### src/rtl/adcf_pkg.sv
package adcf_pkg;

  // Pattern selector codes (control register bits 7:4)
  typedef enum logic [3:0] {
    PAT_NONE  = 4'd0,
    PAT_CHECK = 4'd1,
    PAT_ONES  = 4'd2,
    PAT_ZEROS = 4'd3,
    PAT_MID   = 4'd4,
    PAT_PRBS  = 4'd5,
    PAT_USER  = 4'd6
  } pat_mode_e;

  // Control register layout
  typedef struct packed {
    logic [7:0] rsvd;
    logic [3:0] mode;
    logic [1:0] spare;
    logic       twos;
    logic       lsb_first;
  } ctl_reg_t;

  localparam logic [1:0] ADDR_CTL   = 2'd0;
  localparam logic [1:0] ADDR_PD    = 2'd1;
  localparam logic [1:0] ADDR_USER  = 2'd2;
  localparam logic [1:0] ADDR_PMASK = 2'd3;

  localparam int PRBS_W = 9;

  // One step of the x^9 + x^5 + 1 feedback register
  function automatic logic [PRBS_W-1:0] prbs_step(input logic [PRBS_W-1:0] s);
    return {s[PRBS_W-2:0], s[8] ^ s[4]};
  endfunction

endpackage

### src/rtl/adcf_timing.sv
module adcf_timing #(
  parameter int WORD_W = 14,
  localparam int CW = $clog2(WORD_W)
) (
  input  logic          clk,
  input  logic          rst_n,
  input  logic          en,
  output logic [CW-1:0] bitpos,
  output logic          bnd,
  output logic          fco,
  output logic          dco
);

  localparam logic [CW-1:0] LAST = CW'(WORD_W - 1);
  localparam logic [CW-1:0] HALF = CW'(WORD_W / 2);

  logic [CW-1:0] cnt_q, cnt_d;
  logic          dco_q, dco_d;

  always_comb begin
    cnt_d = cnt_q;
    dco_d = dco_q;
    if (en) begin
      dco_d = ~dco_q;
      if (cnt_q == LAST) cnt_d = '0;
      else               cnt_d = cnt_q + 1'b1;
    end
  end

  always_ff @(posedge clk or negedge rst_n) begin
    if (!rst_n) begin
      cnt_q <= '0;
      dco_q <= 1'b0;
    end else begin
      cnt_q <= cnt_d;
      dco_q <= dco_d;
    end
  end

  assign bitpos = cnt_q;
  assign bnd    = en && (cnt_q == LAST);
  assign fco    = (cnt_q < HALF);
  assign dco    = dco_q;

  a_r2_pos_range: assert property (@(posedge clk) disable iff (!rst_n)
    cnt_q <= LAST);
  a_r2_dco_toggle: assert property (@(posedge clk) disable iff (!rst_n)
    en |=> (dco != $past(dco)));
  a_r2_frozen: assert property (@(posedge clk) disable iff (!rst_n)
    !en |=> ($stable(cnt_q) && $stable(dco)));
  a_r2_frame_rise: assert property (@(posedge clk) disable iff (!rst_n)
    bnd |=> fco);

endmodule

### src/rtl/adcf_cfg.sv
module adcf_cfg
  import adcf_pkg::*;
#(
  parameter int NCH    = 8,
  parameter int WORD_W = 14
) (
  input  logic              clk,
  input  logic              rst_n,
  input  logic              cfg_we,
  input  logic [1:0]        cfg_addr,
  input  logic [15:0]       cfg_wdata,
  input  logic              bnd,
  output ctl_reg_t          ctl,
  output logic [NCH-1:0]    pd_mask,
  output logic [NCH-1:0]    pat_mask,
  output logic [WORD_W-1:0] user_word,
  output logic              lsb_act
);

  ctl_reg_t          ctl_q, ctl_d;
  logic [NCH-1:0]    pd_q, pd_d, pm_q, pm_d;
  logic [WORD_W-1:0] usr_q, usr_d;
  logic              lsb_q, lsb_d;

  always_comb begin
    ctl_d = ctl_q;
    pd_d  = pd_q;
    pm_d  = pm_q;
    usr_d = usr_q;
    lsb_d = lsb_q;
    if (bnd) lsb_d = ctl_q.lsb_first;
    if (cfg_we) begin
      unique case (cfg_addr)
        ADDR_CTL:   ctl_d = ctl_reg_t'(cfg_wdata);
        ADDR_PD:    pd_d  = cfg_wdata[NCH-1:0];
        ADDR_USER:  usr_d = cfg_wdata[WORD_W-1:0];
        ADDR_PMASK: pm_d  = cfg_wdata[NCH-1:0];
        default:    ;
      endcase
    end
  end

  always_ff @(posedge clk or negedge rst_n) begin
    if (!rst_n) begin
      ctl_q <= '0;
      pd_q  <= '0;
      pm_q  <= '1;
      usr_q <= '0;
      lsb_q <= 1'b0;
    end else begin
      ctl_q <= ctl_d;
      pd_q  <= pd_d;
      pm_q  <= pm_d;
      usr_q <= usr_d;
      lsb_q <= lsb_d;
    end
  end

  assign ctl       = ctl_q;
  assign pd_mask   = pd_q;
  assign pat_mask  = pm_q;
  assign user_word = usr_q;
  assign lsb_act   = lsb_q;

  a_r10_order_held: assert property (@(posedge clk) disable iff (!rst_n)
    !bnd |=> $stable(lsb_act));
  a_r10_order_taken: assert property (@(posedge clk) disable iff (!rst_n)
    bnd |=> (lsb_act == $past(ctl.lsb_first)));

endmodule

### src/rtl/adcf_patgen.sv
module adcf_patgen
  import adcf_pkg::*;
#(
  parameter int WORD_W = 14
) (
  input  logic              clk,
  input  logic              rst_n,
  input  logic              bnd,
  input  logic [3:0]        mode,
  input  logic [WORD_W-1:0] user_word,
  output logic [WORD_W-1:0] pat_word,
  output logic              pat_on
);

  localparam logic [WORD_W-1:0] CHK_A = WORD_W'(14'h2AAA);
  localparam logic [WORD_W-1:0] CHK_B = WORD_W'(14'h1555);
  localparam logic [WORD_W-1:0] MID   = WORD_W'(1) << (WORD_W - 1);

  logic              chk_q, chk_d;
  logic [PRBS_W-1:0] prbs_q, prbs_d;

  always_comb begin
    chk_d  = chk_q;
    prbs_d = prbs_q;
    if (bnd) begin
      chk_d  = ~chk_q;
      prbs_d = prbs_step(prbs_q);
    end
  end

  always_ff @(posedge clk or negedge rst_n) begin
    if (!rst_n) begin
      chk_q  <= 1'b0;
      prbs_q <= '1;
    end else begin
      chk_q  <= chk_d;
      prbs_q <= prbs_d;
    end
  end

  always_comb begin
    pat_on   = 1'b1;
    pat_word = '0;
    unique case (pat_mode_e'(mode))
      PAT_CHECK: pat_word = chk_q ? CHK_B : CHK_A;
      PAT_ONES:  pat_word = '1;
      PAT_ZEROS: pat_word = '0;
      PAT_MID:   pat_word = MID;
      PAT_PRBS:  pat_word = WORD_W'(prbs_q);
      PAT_USER:  pat_word = user_word;
      default:   pat_on   = 1'b0;
    endcase
  end

  a_r7_prbs_nonzero: assert property (@(posedge clk) disable iff (!rst_n)
    prbs_q != '0);
  a_r6_check_flips: assert property (@(posedge clk) disable iff (!rst_n)
    bnd |=> (chk_q != $past(chk_q)));
  a_r7_prbs_held: assert property (@(posedge clk) disable iff (!rst_n)
    !bnd |=> $stable(prbs_q));

endmodule

### src/rtl/adcf_lane.sv
module adcf_lane #(
  parameter int WORD_W  = 14,
  parameter int LATENCY = 8,
  localparam int CW = $clog2(WORD_W)
) (
  input  logic              clk,
  input  logic              rst_n,
  input  logic              bnd,
  input  logic [WORD_W-1:0] smp,
  input  logic              twos,
  input  logic              pd,
  input  logic              use_pat,
  input  logic [WORD_W-1:0] pat_word,
  input  logic              lsb_first,
  input  logic [CW-1:0]     bitpos,
  output logic              sdo
);

  localparam logic [WORD_W-1:0] TOP = WORD_W'(1) << (WORD_W - 1);

  logic [LATENCY-1:0][WORD_W-1:0] dly_q, dly_d;
  logic [WORD_W-1:0]              wrd_q, wrd_d, coded;
  logic                           pd_q, pd_d;
  logic [CW-1:0]                  idx;

  assign coded = dly_q[LATENCY-1] ^ (twos ? TOP : '0);

  always_comb begin
    dly_d = dly_q;
    wrd_d = wrd_q;
    pd_d  = pd_q;
    if (bnd) begin
      dly_d[0] = smp;
      for (int i = 1; i < LATENCY; i++) dly_d[i] = dly_q[i-1];
      pd_d = pd;
      if (pd)           wrd_d = '0;
      else if (use_pat) wrd_d = pat_word;
      else              wrd_d = coded;
    end
  end

  always_ff @(posedge clk or negedge rst_n) begin
    if (!rst_n) begin
      dly_q <= '0;
      wrd_q <= '0;
      pd_q  <= 1'b0;
    end else begin
      dly_q <= dly_d;
      wrd_q <= wrd_d;
      pd_q  <= pd_d;
    end
  end

  assign idx = lsb_first ? bitpos : CW'(WORD_W - 1) - bitpos;
  assign sdo = wrd_q[idx];

  a_r9_pd_low: assert property (@(posedge clk) disable iff (!rst_n)
    pd_q |-> (sdo == 1'b0));
  a_r9_pd_stable: assert property (@(posedge clk) disable iff (!rst_n)
    (pd_q && !bnd) |=> $stable(sdo));
  a_r10_word_held: assert property (@(posedge clk) disable iff (!rst_n)
    !bnd |=> $stable(wrd_q));

endmodule

### src/rtl/adcf_framer.sv
module adcf_framer
  import adcf_pkg::*;
#(
  parameter int NCH     = 8,
  parameter int WORD_W  = 14,
  parameter int LATENCY = 8,
  localparam int CW = $clog2(WORD_W)
) (
  input  logic                  clk,
  input  logic                  rst_n,
  input  logic                  en,
  input  logic [NCH*WORD_W-1:0] smp_i,
  input  logic                  cfg_we,
  input  logic [1:0]            cfg_addr,
  input  logic [15:0]           cfg_wdata,
  output logic [NCH-1:0]        sdo_o,
  output logic                  dco_o,
  output logic                  fco_o
);

  logic              rs1_q, rs2_q;
  logic [CW-1:0]     bitpos;
  logic              bnd;
  ctl_reg_t          ctl;
  logic [NCH-1:0]    pd_mask, pat_mask;
  logic [WORD_W-1:0] user_word, pat_word;
  logic              lsb_act, pat_on;

  // asynchronous assertion, synchronous release
  always_ff @(posedge clk or negedge rst_n) begin
    if (!rst_n) begin
      rs1_q <= 1'b0;
      rs2_q <= 1'b0;
    end else begin
      rs1_q <= 1'b1;
      rs2_q <= rs1_q;
    end
  end

  adcf_timing #(.WORD_W(WORD_W)) u_timing (
    .clk    (clk),
    .rst_n  (rs2_q),
    .en     (en),
    .bitpos (bitpos),
    .bnd    (bnd),
    .fco    (fco_o),
    .dco    (dco_o)
  );

  adcf_cfg #(.NCH(NCH), .WORD_W(WORD_W)) u_cfg (
    .clk       (clk),
    .rst_n     (rs2_q),
    .cfg_we    (cfg_we),
    .cfg_addr  (cfg_addr),
    .cfg_wdata (cfg_wdata),
    .bnd       (bnd),
    .ctl       (ctl),
    .pd_mask   (pd_mask),
    .pat_mask  (pat_mask),
    .user_word (user_word),
    .lsb_act   (lsb_act)
  );

  adcf_patgen #(.WORD_W(WORD_W)) u_pat (
    .clk       (clk),
    .rst_n     (rs2_q),
    .bnd       (bnd),
    .mode      (ctl.mode),
    .user_word (user_word),
    .pat_word  (pat_word),
    .pat_on    (pat_on)
  );

  for (genvar ch = 0; ch < NCH; ch++) begin : g_lane
    adcf_lane #(.WORD_W(WORD_W), .LATENCY(LATENCY)) u_lane (
      .clk       (clk),
      .rst_n     (rs2_q),
      .bnd       (bnd),
      .smp       (smp_i[ch*WORD_W +: WORD_W]),
      .twos      (ctl.twos),
      .pd        (pd_mask[ch]),
      .use_pat   (pat_on && pat_mask[ch]),
      .pat_word  (pat_word),
      .lsb_first (lsb_act),
      .bitpos    (bitpos),
      .sdo       (sdo_o[ch])
    );
  end

  a_r1_reset_lanes: assert property (@(posedge clk) disable iff (!rst_n)
    !rs2_q |=> (sdo_o == '0));
  a_r1_reset_frame: assert property (@(posedge clk) disable iff (!rst_n)
    !rs2_q |=> (fco_o && !dco_o));

endmodule

### config.mk
export PLATFORM = sky130hd
export DESIGN_NAME = adcf_framer
export DESIGN_NICKNAME = d
export VERILOG_FILES = /design/src/rtl/adcf_pkg.sv /design/src/rtl/adcf_timing.sv /design/src/rtl/adcf_cfg.sv /design/src/rtl/adcf_patgen.sv /design/src/rtl/adcf_lane.sv /design/src/rtl/adcf_framer.sv
export SDC_FILE = /design/constraint.sdc
export NUM_CORES = 2
export LEC_CHECK = 0
export BUFFER_PORTS_ARGS = -buffer_cell sky130_fd_sc_hd__buf_2
export CAP_MARGIN = 20
export CORE_AREA = 2 2 413 415
export CTS_CLUSTER_DIAMETER = 120
export CTS_CLUSTER_SIZE = 8
export DETAILED_ROUTE_END_ITERATION = 6
export DIE_AREA = 0 0 415 417
export GPL_ROUTABILITY_DRIVEN = 0
export GPL_TIMING_DRIVEN = 0
export PLACE_DENSITY = 0.48
export SKIP_LAST_GASP = 1
export SYNTH_ARGS = -nofsm -noshare
export SYNTH_HDL_FRONTEND = slang
export SYNTH_SLANG_ARGS = --single-unit
### constraint.sdc
create_clock -name clk -period 40.3 [get_ports clk]
set_input_delay 8.06 -clock clk [delete_from_list [all_inputs] [get_ports clk]]
set_output_delay 8.06 -clock clk [all_outputs]
set_load 0.03 [all_outputs]
**Yosys cells after proc, flatten, opt, wreduce, memory -nomap -nowiden**

Cells that the tools add are included.

- $add $sub $neg: 2
- Order comparisons: 2
- Equal/unequal tests: 10
- Mux-type cells: 38
- Bitwise logic cells: 11
- Reductions and logical operators: 15

Operator list:

| cell | count |
|---|---|
| $mux 14 | 18 |
| $xor 14x14->14 | 8 |
| $pmux 14 s5 | 1 |
| $bmux 1 s4 | 8 |
| $eq 4x3->1 const B | 3 |
| $logic_and 1x1->1 | 9 |
| $mux 1 | 9 |
| $eq 4x2->1 const B | 2 |
| $mux 4 | 2 |
| $reduce_and 2->1 | 4 |
| $reduce_or 6->1 | 1 |
| $lt 4x5->1 const B | 1 |
| $add 4x1->4 const B | 1 |
| $eq 2x2->1 const B | 2 |
| $eq 4x1->1 const B | 1 |
| $eq 4x4->1 const B | 1 |
| $lt 4x3->1 const B | 1 |
| $sub 4x4->4 const A | 1 |
| $eq 2x1->1 const B | 1 |
| $logic_not 2->1 | 1 |
| $not 1->1 | 2 |
| $xor 1x1->1 | 1 |

- Bits in registers: 1062
- Bits of input ports: 134
- Output and inout port bits: 10
- Logic and storage cells: 163

**Logic depth before layout (Yosys ltp)**

- Word-level depth: 6
- Mapped depth: 9
- Gate-level depth less buffers: 7

**Cells and area by module**

From an unflattened synthesis, not the netlist that was laid out.

- Cells, all modules: 2726
- Area total of the unflattened synthesis: 42640.9 um2

Modules (own cells, without submodules):

| module | times used | cells an instance | area each (um2) | sequential area each (um2) |
|---|---|---|---|---|
| adcf_lane | 8 | 318 | 4986.0 | 3153.0 |
| adcf_cfg | 1 | 100 | 1773.0 | 1186.1 |
| adcf_patgen | 1 | 53 | 641.9 | 261.5 |
| adcf_timing | 1 | 18 | 234.0 | 125.1 |
| adcf_framer | 1 | 11 | 103.8 | 50.0 |

**Worst setup path after synthesis**

OpenSTA, ideal clock, no wires.

- Kind: register to output
- From: register u_timing.cnt_q[1] (netlist: u_timing.bitpos[1])
- To: output port sdo_o[1]
- Data arrival time: 2.065 ns
- Data required time: 32.240 ns
- Path slack: 30.175 ns
- Stages on the path, launching flop included: 9
- Path buffers: 1
- Cells stage by stage: dfrtp_1 > inv_1 > ha_1 > mux2_2 > nand2_1 > o21ai_0 > o32ai_1 > a21oi_1 > buf_4

- Cells in the longest elaborated chain, start to end: 4

RTL lines:

| element | RTL line | RTL |
|---|---|---|
| from (decl) | adcf_timing.sv:17 | `logic [CW-1:0] cnt_q, cnt_d;` |
| from (signal assigned) | adcf_timing.sv:35 | `cnt_q <= cnt_d;` |
| $sub 4x4->4 | adcf_lane.sv:54 | `assign idx = lsb_first ? bitpos : CW'(WORD_W - 1) - bitpos;` |
| $mux 4 * | adcf_lane.sv:54 |  |
| $bmux 1 s4 * | adcf_lane.sv:55 | `assign sdo = wrd_q[idx];` |
| $mux 1 (implied by the code) * | adcf_lane.sv:55 |  |
| to (decl) | adcf_framer.sv:16 | `output logic [NCH-1:0] sdo_o,` |

Every way passes the cells marked *; elsewhere a longest branch is shown, timed or not. The select of a mux whose other input is x is not followed.

**Worst setup path in the final report**

- From: register u_timing.cnt_q[1] (netlist: u_timing.bitpos[1])
- To: output port sdo_o[2]

Same word-level chain as after synthesis.

==> run_results.csv <==
group,metric,value,unit
clock_network,clk_pin_slew,0.05,ns
synth,synth-edff-count,0,
detailed_routing,ant_nets,0,
placed_design,io_buffers,140,
synth,synth_area_leaders,"dfrtp_1 62%, nand2_1 25%, a22o_1 2.3%",
run,drv_cap,0,
clock_network,cts_resized,0,
synth,synthesis.nets,4729,
pwr,power.leakage,27.0,nW
floorplan,initial_utilization,0.249,
clock_network,post_cts_buffers,0,
cells_and_area,area_growth,19.9,%
critical_path,timing.rr.start,"u_timing.bitpos[1]$_DFFE_PN0P_",
pwr,vdd_drop_max,0.0362,mV
critical_path,crit_required,32.24,ns
pwr,powerDensity,60.6,nW/um^2
critical_path,crit_path_start_kind,"register",
synth,syn_area,42000,um^2
critical_path,cp_max_fo,10,
global_route,antenna_found_initial,8,
global_route,grt_pass1_wl,179,mm
cells_and_area,multi_input_area,14400,um^2
floorplan,core-area,169000,um^2
clock_network,clk_path_buf_depth,3,
clock_network,hold_buffers,0,
floorplan,rows,151,
sta,relSlewSlack,0.220,
synth,synth_most_common_cell,"nand2_1",
synth,synth_top_flop_cell,"dfrtp_1",
placed_design,preCtsSetupSlack,28.65,ns
clock_network,clock-sinks,1062,
clock_network,cts_root_buf,"clkbuf_16",
sta,finalCritPeriodShare,0.306,
critical_path,path_class,"reg -> out",
cells_and_area,layout-drive-gt1-share,0.103,
sta,finalHoldViolations,0,
synth,synth.yosys.seq_area_share,0.633,
synth,synth_area_leader_cell,"dfrtp_1",
clock_network,htreeDepth,4,
synth,syn_inst,4591,
sta,drv_slew,0,
detailed_routing,routed_wirelength,110,mm
cells_and_area,seq_area,26600,um^2
detailed_routing,drt-vias-per-instance,4.22,
sta,clock.fmax,0.0811,GHz
critical_path,cp.arrival,4.28,ns
critical_path,crit_start,"u_timing.bitpos[1]$_DFFE_PN0P_",
floorplan,die_h,417,um
outcome,outcome,"complete, no violations",
sta,holdWs,0.352,ns
sta,setup_viol_count_final,0,
detailed_routing,wl_per_cell,15.3,um
detailed_routing,drtPass1Iterations,5,
sta,fin_skew,0.0420,ns
critical_path,worst_setup_path_end_kind,"primary output",
global_route,grt_max_degree,70,
floorplan,die_x,415,um
synth,yosys_register_bits,1062,
cells_and_area,fill_cells,17900,
clock_network,cts_tree,"yes",
synth,synth_common_cells,"2744 x nand2_1, 1045 x dfrtp_1, 194 x clkbuf_1",
hold_path,hp-start,"rs1_q$_DFF_PN0_",
hold_path,hp-class,"reg -> reg",
cells_and_area,nets,5055,
synth,syn_avg_cell_area,9.15,um^2
global_route,grtUsageTotal,0.130,
detailed_routing,drt_iter0_drc,1933,
clock_network,worst_skew_pair.late_latency,0.76,ns
synth,yosys_warnings,0,
sta,min_period,12.34,ns
detailed_routing,route.detailed.drc,0,
cells_and_area,num_antenna_cells,0,
clock_network,cts-buffers-inserted,152,
sta,tightest_slew,1.16,ns
sta,rsz0062_at_grt,"false",
detailed_routing,num_vias,30300,
sta,fin_ws,27.96,ns
synth,synthDistinctLibCells,45,
synth,async_flop_share,1.00,
placed_design,hpwl,77.7,mm
floorplan,pin_count,144,
global_route,grt.overflow.total,0,
floorplan,die-area,173000,um^2
synth,synth_top_area_share,0.622,
global_route,grt_pass1_vias,32100,
area by class of cell:
class                   instances  area share
plain buffers                 263      0.0222
multi-input cells            3265       0.285
inverters                       1   0.0000745
clock inverters                14     0.00494
repair buffers                172      0.0269
well taps                    2218      0.0551
clock buffers                 180      0.0782
flip-flops and latches       1062       0.528
placed cells by master, fill, tap and decap left out, drive strengths merged, types with 2 or more instances in the layout:
cell type,n
a211oi,2
a21oi,122
a221oi,9
a22o,112
buf,241
clkbuf,374
clkinv,4
dfrtp,1045
dfstp,17
ha,4
inv,9
mux2,39
mux2i,7
mux4,21
nand2,2744
nand3,2
nand3b,4
nor2,125
nor2b,5
nor3b,2
nor4b,8
o21ai,20
o32ai,8
xnor2,12
xor2,5
worst max-delay path, cell delays in order (launching register included):
cell	delay [ns]
dfrtp_1	0.73
inv_1	0.17
ha_1	0.39
mux2_2	0.42
nand2_1	0.42
o21ai_0	0.35
o21ai_0	0.13
a21oi_1	0.51
buf_4	0.20
buf_2	0.18
flip-flops by register name (all words and copies together), names as in the netlist:
| register | flops |
|---|---|
| u_cfg.lsb_act | 1 |
| u_cfg.pd_mask | 8 |
| g_lane.u_lane.dly_q | 896 |
| u_cfg.ctl | 6 |
| u_timing.bitpos | 4 |
| u_cfg.user_word | 14 |
| u_timing.dco | 1 |
| u_cfg.pat_mask | 8 |
| u_pat.chk_q | 1 |
| u_pat.prbs_q | 9 |
| g_lane.u_lane.wrd_q | 112 |
| rs1_q | 1 |
| rs2_q | 1 |
power by group:
part           leakage (nW)  switching (W)  internal (W)
Combinational          10.4       0.000360      0.000207
Clock                  2.03       0.000470      0.000690
Sequential             14.6      0.0000955       0.00123
Total                  27.0       0.000926       0.00213
metrics by stage:
| stage | TNS, ns | area [um^2] | total power, W | util | cells |
|---|---|---|---|---|---|
| after floorplan | 0 | 42000 | 0.00170 | - | 4591 |
| after global placement | -5127.13 | 45500 | 0.00191 | 0.270 | 6949 |
| after detailed placement | 0 | 46200 | 0.00192 | 0.274 | 6981 |
| after CTS | 0 | 50400 | 0.00311 | 0.299 | 7175 |
| after global routing | 0 | 50400 | 0.00322 | 0.299 | 7175 |
| final | 0 | 50400 | 0.00305 | 0.299 | 7175 |
final timing paths:
check	end	slack (ns)	cells after the start
setup / recovery	sdo_o[2]	27.96	9
hold / removal	rs2_q$_DFF_PN0_	0.35	0
setup reg to reg	g_lane[7].u_lane.dly_q[0]$_DFFE_PN0P_	36.44	9
hold reg to reg	rs2_q$_DFF_PN0_	0.35	0
max in group asynchronous	rs2_q$_DFF_PN0_	33.12	1
min in group asynchronous	g_lane[1].u_lane.dly_q[14]$_DFFE_PN0P_	0.37	0
logic make-up (layout without fill, tap and decap cells):
logic type	after synthesis	after routing	share of synthesized area
compound gates	278	278	0.0468
xor+xnor	17	17	0.00399
fa+ha+maj	4	4	0.00119
buf+inv	264	630	0.0267
flops	1062	1062	0.633
mux	67	67	0.0234
other cells	1	1	0.0000893
simple gates	2898	2898	0.265
routing by layer:
metal  track usage  vias to the layer above  share of wire
li1              -                    15000              -
met2         0.218                      423           0.48
met1         0.167                    14700           0.45
met5             0                        -              0
met4        0.0411                        0          0.027
met3        0.0259                      194          0.038
No activity file was read; power rests on OpenSTA's default activity.
